===== src/rtl/sram_ctrl_pkg.sv =====
package sram_ctrl_pkg;

  typedef enum logic [2:0] {
    ST_IDLE,
    ST_GAP,
    ST_WR_SETUP,
    ST_WR_PULSE,
    ST_WR_HOLD,
    ST_RD_STROBE
  } ctrl_state_e;

  // internal pin intent, active high
  typedef struct packed {
    logic sel;
    logic out_en;
    logic wr_en;
    logic strobe;
    logic drive;
    logic capture;
  } pin_ctl_t;

endpackage


===== src/rtl/sram_phase_timer.sv =====
module sram_phase_timer #(
  parameter int CNT_W = 4
) (
  input  logic             clk_i,
  input  logic             rst_ni,
  input  logic             clear_i,
  output logic [CNT_W-1:0] cnt_o
);

  localparam logic [CNT_W-1:0] CntMax = '1;

  always_ff @(posedge clk_i or negedge rst_ni) begin
    if (!rst_ni) begin
      cnt_o <= '0;
    end else if (clear_i) begin
      cnt_o <= '0;
    end else if (cnt_o != CntMax) begin
      cnt_o <= cnt_o + 1'b1;
    end
  end

endmodule


===== src/rtl/sram_ctrl_fsm.sv =====
module sram_ctrl_fsm
  import sram_ctrl_pkg::*;
#(
  parameter int WE_LOW_CYC    = 6,
  parameter int WE_HIZ_CYC    = 3,
  parameter int RD_SAMPLE_CYC = 8,
  parameter int CNT_W         = 4
) (
  input  logic             clk_i,
  input  logic             rst_ni,
  input  logic             req_valid_i,
  input  logic             req_write_i,
  input  logic             mask_zero_i,
  input  logic [CNT_W-1:0] cnt_i,
  output logic             req_ready_o,
  output logic             accept_o,
  output logic             timer_clear_o,
  output pin_ctl_t         ctl_o,
  output logic             done_o,
  output logic             err_o
);

  ctrl_state_e state_q, state_d;
  logic        rd_last_q;
  logic        we_last, rd_last;

  assign req_ready_o = (state_q == ST_IDLE);
  assign accept_o    = req_valid_i && req_ready_o;
  assign we_last     = (cnt_i == CNT_W'(WE_LOW_CYC - 1));
  assign rd_last     = (cnt_i == CNT_W'(RD_SAMPLE_CYC - 1));

  always_comb begin
    state_d = state_q;
    unique case (state_q)
      ST_IDLE: begin
        if (accept_o && !mask_zero_i) begin
          if (req_write_i) state_d = rd_last_q ? ST_GAP : ST_WR_SETUP;
          else             state_d = ST_RD_STROBE;
        end
      end
      ST_GAP:       state_d = ST_WR_SETUP;
      ST_WR_SETUP:  state_d = ST_WR_PULSE;
      ST_WR_PULSE:  if (we_last) state_d = ST_WR_HOLD;
      ST_WR_HOLD:   state_d = ST_IDLE;
      ST_RD_STROBE: if (rd_last) state_d = ST_IDLE;
      default:      state_d = ST_IDLE;
    endcase
  end

  assign timer_clear_o = (state_d != state_q);

  always_comb begin
    ctl_o         = '0;
    ctl_o.sel     = (state_q == ST_WR_SETUP) || (state_q == ST_WR_PULSE) ||
                    (state_q == ST_WR_HOLD)  || (state_q == ST_RD_STROBE);
    ctl_o.strobe  = ctl_o.sel;
    ctl_o.out_en  = (state_q == ST_RD_STROBE);
    ctl_o.wr_en   = (state_q == ST_WR_PULSE);
    ctl_o.drive   = ((state_q == ST_WR_PULSE) && (cnt_i >= CNT_W'(WE_HIZ_CYC))) ||
                    (state_q == ST_WR_HOLD);
    ctl_o.capture = (state_q == ST_RD_STROBE) && rd_last;
  end

  always_ff @(posedge clk_i or negedge rst_ni) begin
    if (!rst_ni) begin
      state_q   <= ST_IDLE;
      rd_last_q <= 1'b0;
      done_o    <= 1'b0;
      err_o     <= 1'b0;
    end else begin
      state_q <= state_d;
      done_o  <= (state_q == ST_WR_HOLD) || ctl_o.capture;
      err_o   <= accept_o && mask_zero_i;
      if (ctl_o.capture)              rd_last_q <= 1'b1;
      else if (state_d == ST_WR_SETUP) rd_last_q <= 1'b0;
    end
  end

  assert_zero_mask_idle_R7: assert property (@(posedge clk_i) disable iff (!rst_ni)
    (accept_o && mask_zero_i) |=> (state_q == ST_IDLE));

  assert_we_window_R2: assert property (@(posedge clk_i) disable iff (!rst_ni)
    (state_q == ST_WR_PULSE) |-> (cnt_i < CNT_W'(WE_LOW_CYC)));

  assert_done_err_excl_R6: assert property (@(posedge clk_i) disable iff (!rst_ni)
    !(done_o && err_o));

  assert_gap_before_write_R8: assert property (@(posedge clk_i) disable iff (!rst_ni)
    (state_q == ST_GAP) |=> (state_q == ST_WR_SETUP));

endmodule


===== src/rtl/sram_lane_io.sv =====
module sram_lane_io #(
  parameter int LANES  = 2,
  parameter int LANE_W = 8
) (
  input  logic                    clk_i,
  input  logic                    rst_ni,
  input  logic                    load_i,
  input  logic [LANES*LANE_W-1:0] wdata_i,
  input  logic [LANES-1:0]        mask_i,
  input  logic                    strobe_i,
  input  logic                    drive_i,
  input  logic                    capture_i,
  input  logic [LANES*LANE_W-1:0] dq_i,
  output logic [LANES-1:0]        strobe_n_o,
  output logic [LANES*LANE_W-1:0] dq_o,
  output logic [LANES-1:0]        dq_oe_o,
  output logic [LANES*LANE_W-1:0] rdata_o
);

  localparam int DataW = LANES * LANE_W;

  logic [LANES-1:0] mask_q;
  logic [DataW-1:0] wdata_q;

  always_ff @(posedge clk_i or negedge rst_ni) begin
    if (!rst_ni) begin
      mask_q  <= '0;
      wdata_q <= '0;
    end else if (load_i) begin
      mask_q  <= mask_i;
      wdata_q <= wdata_i;
    end
  end

  assign dq_o = wdata_q;

  for (genvar l = 0; l < LANES; l++) begin : g_lane
    assign strobe_n_o[l] = ~(strobe_i && mask_q[l]);
    assign dq_oe_o[l]    = drive_i && mask_q[l];

    always_ff @(posedge clk_i or negedge rst_ni) begin
      if (!rst_ni) begin
        rdata_o[l*LANE_W +: LANE_W] <= '0;
      end else if (capture_i) begin
        rdata_o[l*LANE_W +: LANE_W] <= mask_q[l] ? dq_i[l*LANE_W +: LANE_W] : '0;
      end
    end

    assert_lane_drive_strobed_R3: assert property (@(posedge clk_i) disable iff (!rst_ni)
      dq_oe_o[l] |-> !strobe_n_o[l]);
  end

endmodule


===== src/rtl/sram_lane_ctrl.sv =====
module sram_lane_ctrl
  import sram_ctrl_pkg::*;
#(
  parameter int ADDR_W        = 17,
  parameter int LANE_W        = 8,
  parameter int WE_LOW_CYC    = 6,
  parameter int WE_HIZ_CYC    = 3,
  parameter int RD_SAMPLE_CYC = 8
) (
  input  logic                       clk_i,
  input  logic                       rst_ni,
  input  logic                       req_valid_i,
  output logic                       req_ready_o,
  input  logic                       req_write_i,
  input  logic [ADDR_W-1:0]          req_addr_i,
  input  logic [2*LANE_W-1:0]        req_wdata_i,
  input  logic [1:0]                 req_mask_i,
  output logic                       rsp_done_o,
  output logic                       rsp_err_o,
  output logic [2*LANE_W-1:0]        rsp_rdata_o,
  output logic [ADDR_W-1:0]          ram_addr_o,
  output logic                       ram_ce_n_o,
  output logic                       ram_oe_n_o,
  output logic                       ram_we_n_o,
  output logic                       ram_lb_n_o,
  output logic                       ram_ub_n_o,
  output logic [2*LANE_W-1:0]        ram_dq_o,
  output logic [1:0]                 ram_dq_oe_o,
  input  logic [2*LANE_W-1:0]        ram_dq_i
);

  localparam int Lanes  = 2;
  localparam int MaxCyc = (WE_LOW_CYC > RD_SAMPLE_CYC) ? WE_LOW_CYC : RD_SAMPLE_CYC;
  localparam int CntW   = $clog2(MaxCyc + 1);

  pin_ctl_t            ctl;
  logic                accept, timer_clear;
  logic [CntW-1:0]     cnt;
  logic [Lanes-1:0]    strobe_n;
  logic [ADDR_W-1:0]   addr_q;

  sram_ctrl_fsm #(
    .WE_LOW_CYC    (WE_LOW_CYC),
    .WE_HIZ_CYC    (WE_HIZ_CYC),
    .RD_SAMPLE_CYC (RD_SAMPLE_CYC),
    .CNT_W         (CntW)
  ) i_fsm (
    .clk_i         (clk_i),
    .rst_ni        (rst_ni),
    .req_valid_i   (req_valid_i),
    .req_write_i   (req_write_i),
    .mask_zero_i   (req_mask_i == '0),
    .cnt_i         (cnt),
    .req_ready_o   (req_ready_o),
    .accept_o      (accept),
    .timer_clear_o (timer_clear),
    .ctl_o         (ctl),
    .done_o        (rsp_done_o),
    .err_o         (rsp_err_o)
  );

  sram_phase_timer #(.CNT_W(CntW)) i_timer (
    .clk_i   (clk_i),
    .rst_ni  (rst_ni),
    .clear_i (timer_clear),
    .cnt_o   (cnt)
  );

  sram_lane_io #(.LANES(Lanes), .LANE_W(LANE_W)) i_lanes (
    .clk_i      (clk_i),
    .rst_ni     (rst_ni),
    .load_i     (accept),
    .wdata_i    (req_wdata_i),
    .mask_i     (req_mask_i),
    .strobe_i   (ctl.strobe),
    .drive_i    (ctl.drive),
    .capture_i  (ctl.capture),
    .dq_i       (ram_dq_i),
    .strobe_n_o (strobe_n),
    .dq_o       (ram_dq_o),
    .dq_oe_o    (ram_dq_oe_o),
    .rdata_o    (rsp_rdata_o)
  );

  always_ff @(posedge clk_i or negedge rst_ni) begin
    if (!rst_ni)     addr_q <= '0;
    else if (accept) addr_q <= req_addr_i;
  end

  assign ram_addr_o = addr_q;
  assign ram_ce_n_o = ~ctl.sel;
  assign ram_oe_n_o = ~ctl.out_en;
  assign ram_we_n_o = ~ctl.wr_en;
  assign ram_lb_n_o = strobe_n[0];
  assign ram_ub_n_o = strobe_n[1];

  assert_oe_high_in_write_R2: assert property (@(posedge clk_i) disable iff (!rst_ni)
    !ram_we_n_o |-> (ram_oe_n_o && !ram_ce_n_o));

  assert_addr_stable_R2: assert property (@(posedge clk_i) disable iff (!rst_ni)
    (!ram_ce_n_o && $past(!ram_ce_n_o)) |-> $stable(ram_addr_o));

  assert_drive_window_R4: assert property (@(posedge clk_i) disable iff (!rst_ni)
    (|ram_dq_oe_o) |-> (ram_oe_n_o && !ram_ce_n_o));

  assert_drive_after_we_R4: assert property (@(posedge clk_i) disable iff (!rst_ni)
    $rose(|ram_dq_oe_o) |-> (!ram_we_n_o && $past(!ram_we_n_o)));

  assert_read_we_high_R5: assert property (@(posedge clk_i) disable iff (!rst_ni)
    !ram_oe_n_o |-> (ram_we_n_o && !ram_ce_n_o));

endmodule


===== config.mk =====
export PLATFORM = sky130hd
export DESIGN_NAME = sram_lane_ctrl
export DESIGN_NICKNAME = d
export VERILOG_FILES = /design/src/rtl/sram_ctrl_pkg.sv /design/src/rtl/sram_phase_timer.sv /design/src/rtl/sram_ctrl_fsm.sv /design/src/rtl/sram_lane_io.sv /design/src/rtl/sram_lane_ctrl.sv
export SDC_FILE = /design/constraint.sdc
export NUM_CORES = 1
export LEC_CHECK = 0
export CORE_ASPECT_RATIO = 1.1
export CORE_MARGIN = 2
export CORE_UTILIZATION = 25
export CTS_BUF_LIST = sky130_fd_sc_hd__clkbuf_16
export CTS_CLUSTER_DIAMETER = 80
export DETAILED_ROUTE_END_ITERATION = 12
export PLACE_DENSITY = 0.62
export SLEW_MARGIN = 20
export SYNTH_ARGS = -nofsm -noshare
export SYNTH_HDL_FRONTEND = slang
export SYNTH_SLANG_ARGS = --single-unit

===== constraint.sdc =====
create_clock -name clk_i -period 4.55 [get_ports clk_i]
set_input_delay 1.1375 -clock clk_i [delete_from_list [all_inputs] [get_ports clk_i]]
set_output_delay 1.1375 -clock clk_i [all_outputs]
set_load 0.005 [all_outputs]

# Word-level counts from Yosys, hierarchy flattened
# Index checks and enable logic that the tools add are counted.
[word_totals] ff_bits=61 word_cells=58 inputBits=55 output_inout_bits=59
[op_classes] n_reduce_logical=19 n_mux=12 addsub=1 eq_ne=10 order_cmp=1 bitwise=5
[op_table] op="8-bit two-way mux" n=2
[op_table] op="3-bit one-hot mux with 5 select lines" n=1
[op_table] op="3-bit two-way mux" n=4
[op_table] op="3-bit by 2-bit == test with 1-bit output (second input constant)" n=3
[op_table] op="1-bit logical AND" n=9
[op_table] op="4-bit by 3-bit == test with 1-bit output (second input constant)" n=2
[op_table] op="4-bit two-way mux" n=2
[op_table] op="3-bit == test (second input constant)" n=2
[op_table] op="1-bit logical OR" n=5
[op_table] op="1-bit inverter" n=5
[op_table] op="4-bit by 1-bit adder with 4-bit output (second input constant)" n=1
[op_table] op="4-bit by 2-bit >= comparator with 1-bit output (second input constant)" n=1
[op_table] op="4-bit inequality test (second input constant)" n=1
[op_table] op="2-bit nonzero test" n=2
[op_table] op="3-bit by 1-bit == test with 1-bit output (second input constant)" n=1
[op_table] op="3-bit zero test" n=1
[op_table] op="3-bit inequality test" n=1
[op_table] op="2-bit zero test" n=1
[op_table] op="1-bit two-way mux" n=2
[op_table] op="2-bit two-way mux" n=1
[op_table] op="1-bit zero test" n=1

# Logic depth before layout (Yosys ltp)
# Gate-level depths: netlist of the first run.
[depth] depth_word=8 depth_mapped=7

# Hierarchy
# From an unflattened synthesis of the first run, not the netlist that was laid out.
[unflattened] cells_unflattened=220 area_unflattened_um2=2712.6
[modules_own_cells] mod="sram_lane_io" area_each_um2=1386.3 cells_per_inst=111 n_inst=1
[modules_own_cells] mod="sram_lane_ctrl" area_each_um2=700.7 cells_per_inst=40 n_inst=1
[modules_own_cells] mod="sram_ctrl_fsm" area_each_um2=411.6 cells_per_inst=50 n_inst=1
[modules_own_cells] mod="sram_phase_timer" area_each_um2=214.0 cells_per_inst=19 n_inst=1

# Worst setup path before layout of the first run
# Ideal clock, no wire load.
[synth_path] kind="input -> register" start="input port req_mask_i[1]" end="register i_timer.cnt_o[3]" required_ns=4.454 stages=4 arrival_time_ns=2.291 setup_slack_ns=2.163 path_buffers=0 path_cell_list="or2_2 -> a311o_1 -> a32o_2 -> nor4_2"
[synth_via] elab_chain_cells=7 word_cells_on_any_way=8
[synth_rtl] element="start, declared" line="sram_lane_ctrl.sv:17" source="input logic [1:0] req_mask_i,"
[synth_rtl] element="2-bit zero test (*)" line="sram_lane_ctrl.sv:52" source=".mask_zero_i (req_mask_i == '0),"
[synth_rtl] element="1-bit zero test (*)" line="sram_ctrl_fsm.sv:36" source="if (accept_o && !mask_zero_i) begin"
[synth_rtl] element="1-bit logical AND (*)" line="sram_ctrl_fsm.sv:36"
[synth_rtl] element="3-bit two-way mux (*)" line="sram_ctrl_fsm.sv:36"
[synth_rtl] element="3-bit one-hot mux with 5 select lines (*)" line="sram_ctrl_fsm.sv:34" source="unique case (state_q)"
[synth_rtl] element="3-bit inequality test (*)" line="sram_ctrl_fsm.sv:50" source="assign timer_clear_o = (state_d != state_q);"
[synth_rtl] element="4-bit two-way mux or 2-bit nonzero test (tied branches)"
[synth_rtl] element="end signal, assigned" line="sram_phase_timer.sv:18" source="cnt_o <= cnt_o + 1'b1;"
[synth_rtl] element="end, declared" line="sram_phase_timer.sv:7" source="output logic [CNT_W-1:0] cnt_o"
# Every way passes the cells marked *; elsewhere a longest branch is shown, timed or not.
# A chain may end at the register's enable or synchronous reset.

# Worst setup path after layout of the first run
[layout_path] start="register i_fsm.state_q[0]" end="output port ram_dq_oe_o[0]"
[layout_via] elab_chain_cells=4 word_cells_on_any_way=5
[layout_rtl] element="start, declared" line="sram_ctrl_fsm.sv:23" source="ctrl_state_e state_q, state_d;"
[layout_rtl] element="start signal, assigned" line="sram_ctrl_fsm.sv:71" source="state_q <= state_d;"
[layout_rtl] element="3-bit by 2-bit == test with 1-bit output" line="sram_ctrl_fsm.sv:59" source="ctl_o.drive = ((state_q == ST_WR_PULSE) && (cnt_i >= CNT_W'(WE_HIZ_CYC))) ||"
[layout_rtl] element="1-bit logical AND" line="sram_ctrl_fsm.sv:59"
[layout_rtl] element="1-bit logical OR (*)" line="sram_ctrl_fsm.sv:59"
[layout_rtl] element="1-bit logical AND (*)" line="sram_lane_io.sv:39" source="assign dq_oe_o[l] = drive_i && mask_q[l];"
[layout_rtl] element="end, declared" line="sram_lane_ctrl.sv:28" source="output logic [1:0] ram_dq_oe_o,"
# Marked as above.

==> metrics.txt, run 1 <==
slew of the pin with the lowest slew margin=0.559 ns; Slew HR=0.627; Clock Sinks=61; share of cells above drive strength 1=0.0647; Starting Density=0.254; Worst R2R End=i_timer.cnt_o[0]; number of global-route vias before repair=~2400; hold crit path type=flop to flop; critical-path cell list=nand3b_1 > o22ai_1 > and2_1 > clkdlybuf4s50_1; EDFF count, synth=0; Final Setup Violations=0; post-CTS repair timing setup buffer count=0; worst-case reg-to-reg path depth=4; Worst Hold Depth=2; Final GP Congestion=0.739; Net Count, Synth=344; period utilization=0.692; Max Cap Viol=0; GRT Residual Overflow=0; Area contributors post-synth=dfrtp_1 (59%), nand2_1 (20%), o21ai_0 (3.5%); cell family with the largest share of critical-path delay=flip-flops; critical path's slowest cell=dfrtp_1; Routed WL per cell=12.5 um; clk buf depth=2; critical path class=flop to output port; RSZ-0062 raised after global routing=false; I/O Buffers=113; initial antenna violation count=0; switching share of power=0.287; peak supply drop=218 uV; cts bufs inserted=9; sequential-to-total area share from yosys stat=0.587; #FFs+latches synth=61; Core Rows=39; worst path bufs/invs=1; Synth top area share=0.587; Post-Syn Instances=around 290; CP Data Arrival Time=2.01 ns; Final nets=454; Final ANT Viol Nets=0; prevailing post-synth register cell=dfrtp_1; H-tree depth=3; Net Sw Power=0.662 mW; Avg Synthesized Cell Area=9.05 um^2; Post-synth top cells=nand2_1 (140), dfrtp_1 (61), o21ai_0 (18); GRT Util Overall=0.122; Fin. Hold Viols=0; PD cells=558 nW/um^2; Tot Pwr=2.31 mW; Fmax=318 MHz; die area=11200 um^2; FF-to-FF Start=i_fsm.state_q[2]; Clock Power Share=0.308; Leak Pwr=1.91 nW; hold endpoint=ram_addr_o[10]; Die X=101 um; Ys Warns=0; Cell Count, Final, Fillers Out=around 530; vias per inst=4.29; ys async rst share=1.00; Antenna Cells=0; count of cell types in the netlist=34; first drt pass iteration count=4; DP Cell Count=509; Clk Latency, worst-skew pair=about 0.32 ns; dpl hpwl=4720 um; CTS Root Cell=clkbuf_16; largest net degree at the start of global routing=40; # DRC=0; reg2reg setup slack=2.45 ns; Final Critical Period=3.15 ns; Seq pwr share=0.381; status=completed; CP Launch Type=flop; CP peak stage delay=roughly 0.61 ns; CTS tree=done; Via Count=2250; area grow syn2layout=59.2%; Max Slew Vio Count=0; clock transition at the registers of the reported paths=0.05 ns; DRT Wirelength=6570 um; CP required=approximately 3.4 ns; combinational share of power=0.311; hold path startpoint=ram_addr_o[10]; chip height=111 um; Core Footprint=10200 um^2; first-pass GRT wire length=11000 um; I/O pin total=114; Hold Buf Count CTS=0; Internal=1.65 mW; Worst Setup End Kind=output port; Cell Area, Synth=2600 um^2; worst-path fanout max=13; post_cts resized=0; count leader, synth=nand2_1; largest area contributor in the netlist=dfrtp_1; drt first-iter violations=64; # fillers=1022; setup TNS=0 ns; worst clock skew=around 0.0071 ns
state kept, by name, summed over array words and instances (netlist names):
| register | flops |
|---|---|
| ram_addr_o | 17 |
| i_lanes.dq_o | 16 |
| i_lanes.rdata_o | 16 |
| i_timer.cnt_o | 4 |
| i_fsm.state_q | 3 |
| i_lanes.mask_q | 2 |
| i_fsm.done_o | 1 |
| i_fsm.err_o | 1 |
| i_fsm.rd_last_q | 1 |
power by group through the flow:
stage               registers, mW  logic (mW)  clock network [mW]
floorplan                   0.836       0.303                   0
global placement            0.884       0.720                   0
detailed placement          0.883       0.732                   0
CTS                         0.882       0.732               0.732
global route                0.907       0.803               0.759
finish                      0.879       0.718               0.710
how the worst max path moves through the flow:
stage | startpoint | end | slack [ns] | depth (start not counted)
floorplan | req_mask_i[1] | i_timer.cnt_o[3] | 2.16 | 4
CTS | i_fsm.state_q[0] | ram_dq_oe_o[0] | 1.38 | 4
global route | i_fsm.state_q[0] | ram_dq_oe_o[1] | 1.28 | 4
global placement | req_valid_i | i_timer.cnt_o[2] | 1.45 | 5
finish | i_fsm.state_q[0] | ram_dq_oe_o[0] | 1.40 | 4
detailed placement | req_valid_i | i_timer.cnt_o[0] | 1.42 | 5
area by class of cell:
cell class	count	area (um^2)	share of cell area
timing repair buffer	115	1140	0.276
tap	123	154	0.0372
inverter	4	15.0	0.00363
multi-input combinational	206	985	0.238
clock buffer	9	225	0.0544
sequential	61	1530	0.369
clock inverter	7	90.1	0.0218
cells by family after synthesis:
logic type | count (synthesis) | synth area share
AND/OR/NAND/NOR | 173 | 0.288
flip-flops | 61 | 0.587
AO/OA/AOI/OAI | 29 | 0.0742
buffers and inverters | 20 | 0.0337
XOR/XNOR | 2 | 0.00674
adder cells (fa/ha/maj) | 2 | 0.00963
per-layer routing:
| metal | GRT usage | part of all wire |
|---|---|---|
| met3 | 0.0378 | 0.052 |
| met5 | 0 | 0 |
| met1 | 0.147 | 0.45 |
| met4 | 0.0324 | 0.0068 |
| met2 | 0.209 | 0.49 |
cells in the final DEF, fill, tap and decap left out, types with 4 or more instances in the layout:
cell | netlist | final
nor3_1 | 4 | 4
clkbuf_16 | 0 | 9
nand3b_1 | 4 | 4
dfrtp_1 | 61 | 61
nand3_1 | 5 | 5
nor2_1 | 5 | 5
inv_1 | 4 | 4
nand2b_1 | 5 | 5
o21ai_0 | 18 | 18
clkdlybuf4s50_1 | 0 | 112
nand2_1 | 140 | 140
tightest hold or removal path: stages (launching register included):
cell,delay (ns)
dfrtp_1,0.34
nand2_1,0.05
nand2_1,0.06
metrics by stage:
| step | utilization | instance area [um^2] | setup WS (ns) | hold slack [ns] |
|---|---|---|---|---|
| 2_1_floorplan | - | 2600 | 2.16 | 0.470 |
| 3_3_place_gp | 0.373 | 3820 | 1.45 | 0.460 |
| 3_5_place_dp | 0.373 | 3820 | 1.42 | 0.462 |
| 4_1_cts | 0.404 | 4140 | 1.38 | 0.478 |
| 5_1_grt | 0.404 | 4140 | 1.28 | 0.494 |
| 6_report | 0.404 | 4140 | 1.40 | 0.474 |
Note: power is estimated with default switching activity, not from simulation.
==> inputs of run 2 (changes only) <==
--- a/config.mk
+++ b/config.mk
@@ -11,7 +11,7 @@
 export CTS_BUF_LIST = sky130_fd_sc_hd__clkbuf_16
 export CTS_CLUSTER_DIAMETER = 80
 export DETAILED_ROUTE_END_ITERATION = 12
-export PLACE_DENSITY = 0.62
+export PLACE_DENSITY = 0.64
 export SLEW_MARGIN = 20
 export SYNTH_ARGS = -nofsm -noshare
 export SYNTH_HDL_FRONTEND = slang
==> constraint.sdc (replaced) <==
create_clock -name clk_i -period 2.7 [get_ports clk_i]
set_input_delay 0.675 -clock clk_i [delete_from_list [all_inputs] [get_ports clk_i]]
set_output_delay 0.675 -clock clk_i [all_outputs]
set_load 0.005 [all_outputs]
==> metrics.txt, run 2 (synthesis results as in run 1) <==
post-CTS repair timing setup buffer count=0 (unchanged); vias per inst=4.38 (+2.2%); Worst Setup End Kind=output port; Internal=2.88 mW (+75%); peak supply drop=433 uV (+99%); Seq pwr share=0.363 (-0.018); initial antenna violation count=0 (unchanged); Clock Sinks=61 (unchanged); worst-path fanout max=5 (-8); cts bufs inserted=9 (unchanged); I/O Buffers=113 (unchanged); Final GP Congestion=0.843 (+14%); Routed WL per cell=12.9 um (+2.8%); largest net degree at the start of global routing=38 (-5.0%); GRT Residual Overflow=0 (unchanged); first drt pass iteration count=4 (unchanged); Slew HR=0.591 (-0.0365); worst clock skew=0.00853 ns (+0.00139 ns); DRT Wirelength=6790 um (+3.2%); die area=11200 um^2 (unchanged); clk buf depth=2 (unchanged); Leak Pwr=1.94 nW (+1.4%); CTS Root Cell=clkbuf_16; Via Count=2309 (+2.6%); dpl hpwl=4750 um (+0.78%); CP required=2.03 ns (-1.38 ns); first-pass GRT wire length=11000 um (-0.24%); Clock Power Share=0.321 (+0.013); Starting Density=0.254 (unchanged); most common cell after layout, fill and taps aside=nand2_1; # DRC=0 (unchanged); share of cells above drive strength 1=0.0693 (+0.00463); area grow syn2layout=61.2%; RSZ-0062 raised after global routing=false; status=completed; Die X=101 um (unchanged); Hold Buf Count CTS=0 (unchanged); number of global-route vias before repair=2290 (-4.4%); post_cts resized=0 (unchanged); H-tree depth=3 (unchanged); Max Slew Vio Count=0 (unchanged); Final Setup Violations=0 (unchanged); crit path from=i_timer.cnt_o[0]; switching share of power=0.281 (-0.00619); FF-to-FF Start=i_fsm.state_q[2]; Antenna Cells=0 (unchanged); I/O pin total=114 (unchanged); worst hold slack=0.361 ns (-0.113 ns); most frequent cells in the layout=nand2_1 (140), clkdlybuf4s50_1 (112), dfrtp_1 (61), o21ai_0 (18), clkbuf_16 (9); Core Rows=39 (unchanged); Final nets=457 (+0.66%); Tot Pwr=4.00 mW (+73%); Largest register FFs=17 (unchanged); smallest setup slack after layout=0.104 ns (-1.30 ns); Net Sw Power=1.12 mW (+70%); CP Launch Type=flop; CP Data Arrival Time=1.92 ns (-0.09 ns); Core Footprint=10200 um^2 (unchanged); critical path class=flop to output port; Fin. Hold Viols=0 (unchanged); Final ANT Viol Nets=0 (unchanged); Max Cap Viol=0 (unchanged); GRT Util Overall=0.125 (+0.00255); CTS tree=done; combinational share of power=0.316 (+0.005); setup TNS=0 ns (unchanged); pre-CTS setup slack=0.221 ns (-1.20 ns); CP peak stage delay=0.44 ns (-0.17 ns); clock transition at the registers of the reported paths=0.06 ns (about the same); critical path's slowest cell=dfrtp_1; PD cells=955 nW/um^2 (+71%); chip height=111 um (unchanged); period utilization=0.961; slew of the pin with the lowest slew margin=0.614 ns (+0.0548 ns); Clk Latency, worst-skew pair=0.32 ns (about the same); critical-path cell list=ha_1 > nor3_2 > o22ai_1 > and2_1 > clkdlybuf4s50_1; hold crit path type=input port to async pin; Final Critical Period=2.60 ns; drt first-iter violations=71 (+11%); Fmax=385 MHz
==> run 2: cell count changes in the layout (fill, tap and decap cells not counted) <==
cell | before | now
buf_4 | 2 | 4
buf_12 | 0 | 1
bufinv_16 | 2 | 3
clkinv_1 | 1 | 2
clkinv_2 | 2 | 1
clkinv_4 | 1 | 0
clkinvlp_4 | 1 | 0
nor3_1 | 4 | 3
nor3_2 | 0 | 1
==> run 2: power by group through the flow <==
stage	Clock [mW]	Sequential (mW)	Combinational [mW]
after CTS	1.32	1.46	1.28
after floorplan	0	1.41	0.511
final	1.28	1.45	1.26
after global placement	0	1.46	1.26
after global routing	1.36	1.50	1.40
after detailed placement	0	1.46	1.28
==> run 2: path summary, 6_finish.rpt <==
check                                    to  slack (ns)  depth (start not counted)
setup / recovery             ram_dq_oe_o[0]        0.10                          5
hold / removal                 i_fsm.done_o        0.36                          1
setup reg to reg           i_timer.cnt_o[3]        0.75                          5
hold reg to reg              ram_addr_o[11]        0.47                          2
max in group asynchronous       i_fsm.err_o        1.72                          2
min in group clk_i           ram_addr_o[11]        0.47                          2
==> run 2: stage by stage <==
step	utilization	instances	instance area, um^2
3_5_place_dp	0.376	512	3860
5_1_grt	0.409	527	4190
3_3_place_gp	0.376	512	3860
4_1_cts	0.408	527	4180
6_report	0.409	527	4190
2_1_floorplan	-	287	2600
==> run 2: critical path: cells and delay by family (launching register included) <==
family                   cells  cell delay, ns
AO/OA/AOI/OAI                1            0.10
adder cells (fa/ha/maj)      1            0.28
buffers and inverters        1            0.44
flip-flops                   1            0.44
AND/OR/NAND/NOR              2            0.35
==> run 2: routing by layer <==
metal	up-vias	global-route usage	wire, um
li1	1143	-	-
met1	1068	0.150	2890
met2	90	0.204	3340
met3	8	0.0404	490
met4	0	0.0514	60
met5	-	0	0
==> run 2: area by class of cell <==
type                       instances  area [um^2]
clock buffer                       9          225
inverter                           4         15.0
fill                            1009         6060
tap                              123          154
clock inverter                     6          103
multi-input combinational        206          990
timing repair buffer             118         1180
sequential                        61         1530
==> inputs of run 3 (changes only) <==
--- a/config.mk
+++ b/config.mk
@@ -12,6 +12,7 @@
 export CTS_CLUSTER_DIAMETER = 80
 export DETAILED_ROUTE_END_ITERATION = 12
 export PLACE_DENSITY = 0.64
+export REMOVE_ABC_BUFFERS = 1
 export SLEW_MARGIN = 20
 export SYNTH_ARGS = -nofsm -noshare
 export SYNTH_HDL_FRONTEND = slang
==> metrics.txt, run 3 (synthesis results as in run 1) <==
Max Slew Vio Count=0 (unchanged); CTS tree=done; first drt pass iteration count=4 (unchanged); period utilization=0.948 (-0.0136); Slew HR=0.560 (-0.0309); Hold Buf Count CTS=0 (unchanged); worst-path fanout max=7 (+2); Tot Pwr=3.78 mW (-5.3%); Core Footprint=10200 um^2 (unchanged); GRT Residual Overflow=0 (unchanged); RSZ-0062 raised after global routing=false; Largest register FFs=17 (unchanged); Final nets=457 (unchanged); CP Launch Type=flop; Core Rows=39 (unchanged); first-pass GRT wire length=11200 um (+1.4%); worst clock skew=0.00462 ns (-0.00391 ns); I/O pin total=114 (unchanged); initial antenna violation count=0 (unchanged); chip height=111 um (unchanged); Clock Sinks=61 (unchanged); Clk Latency, worst-skew pair=0.32 ns (about the same); Via Count=2278 (-1.3%); I/O Buffers=113 (unchanged); Leak Pwr=1.92 nW (-1.0%); largest net degree at the start of global routing=37 (-2.6%); vias per inst=4.33 (-1.2%); GRT Util Overall=0.128 (+0.00349); Starting Density=0.254 (unchanged); CTS Root Cell=clkbuf_16; Final Critical Period=2.56 ns (-0.0366 ns); Antenna Cells=0 (unchanged); PD cells=914 nW/um^2 (-4.3%); slew of the pin with the lowest slew margin=0.660 ns (+0.0463 ns); Fin. Hold Viols=0 (unchanged); Die X=101 um (unchanged); number of global-route vias before repair=2244 (-2.0%); H-tree depth=3 (unchanged); hold crit path type=input port to async pin; dpl hpwl=4990 um (+5.1%); Max Cap Viol=0 (unchanged); critical path class=flop to output port; Final ANT Viol Nets=0 (unchanged); clk buf depth=2 (unchanged); die area=11200 um^2 (unchanged); clock transition at the registers of the reported paths=0.05 ns (about the same); DRT Wirelength=6870 um (+1.2%); most common cell after layout, fill and taps aside=nand2_1; status=completed; Worst Setup End Kind=output port; Fmax=391 MHz (+1.4%); # DRC=0 (unchanged); post-CTS repair timing setup buffer count=0 (unchanged); most frequent cells in the layout=nand2_1 (140), clkdlybuf4s50_1 (112), dfrtp_1 (60), o21ai_0 (18), clkbuf_16 (9); cts bufs inserted=9 (unchanged); post_cts resized=0 (unchanged); CP Data Arrival Time=1.88 ns (-0.04 ns); setup TNS=0 ns (unchanged); Routed WL per cell=13.1 um (+1.4%); CP required=2.03 ns (about the same); area grow syn2layout=59.4%; share of cells above drive strength 1=0.0720 (+0.00265); Final Setup Violations=0 (unchanged); drt first-iter violations=85 (+20%); Final GP Congestion=0.766 (-9.1%); peak supply drop=348 uV (-20%)
[run 3: per-stage QoR]
stage                     cells  area, um^2  utilization  hold WS (ns)  setup WS [ns]
after global routing        526        4140        0.404         0.427         0.0138
final                       526        4140        0.404         0.379          0.141
after floorplan             271        2530            -         0.379          0.412
after detailed placement    512        3860        0.376         0.461          0.263
after global placement      512        3860        0.376         0.459          0.280
after CTS                   526        4130        0.403         0.403         0.0426
[run 3: layout make-up]
class | count | area, um^2
fill | 998 | 6100
sequential | 61 | 1530
timing repair buffer | 118 | 1180
multi-input combinational | 206 | 998
clock buffer | 9 | 225
tap | 123 | 154
clock inverter | 5 | 46.3
inverter | 4 | 15.0
[run 3: worst paths after layout]
kind | from | endpoint | slack, ns | cells after the start
max in group asynchronous | rst_ni | i_lanes.dq_o[13] | 1.70 | 2
min in group clk_i | i_lanes.dq_o[9] | i_lanes.dq_o[9] | 0.47 | 2
hold / removal | rst_ni | i_timer.cnt_o[0] | 0.38 | 1
setup reg to reg | i_fsm.state_q[2] | i_timer.cnt_o[0] | 0.74 | 5
setup / recovery | i_fsm.state_q[2] | ram_dq_oe_o[0] | 0.14 | 4
hold reg to reg | i_lanes.dq_o[9] | i_lanes.dq_o[9] | 0.47 | 2
[run 3: critical path, stage by stage (launching register included)]
cell and delay (ns):
dfrtp_1 0.46, nand3b_1 0.29, o22ai_2 0.18, and2_1 0.14
clkdlybuf4s50_1 0.50
[run 3: per-layer routing]
metal | vias up | global-route usage | wire length [um]
met1 | 1077 | 0.148 | 2840
li1 | 1141 | - | -
met5 | - | 0 | 0
met2 | 50 | 0.220 | 3630
met4 | 0 | 0.0604 | 157
met3 | 10 | 0.0296 | 247
[run 3: where the power goes]
part           internal (mW)  leakage [nW]  switching, mW
logic                  0.782          1.07          0.498
clock network          0.690         0.141          0.365
registers               1.21         0.704          0.238
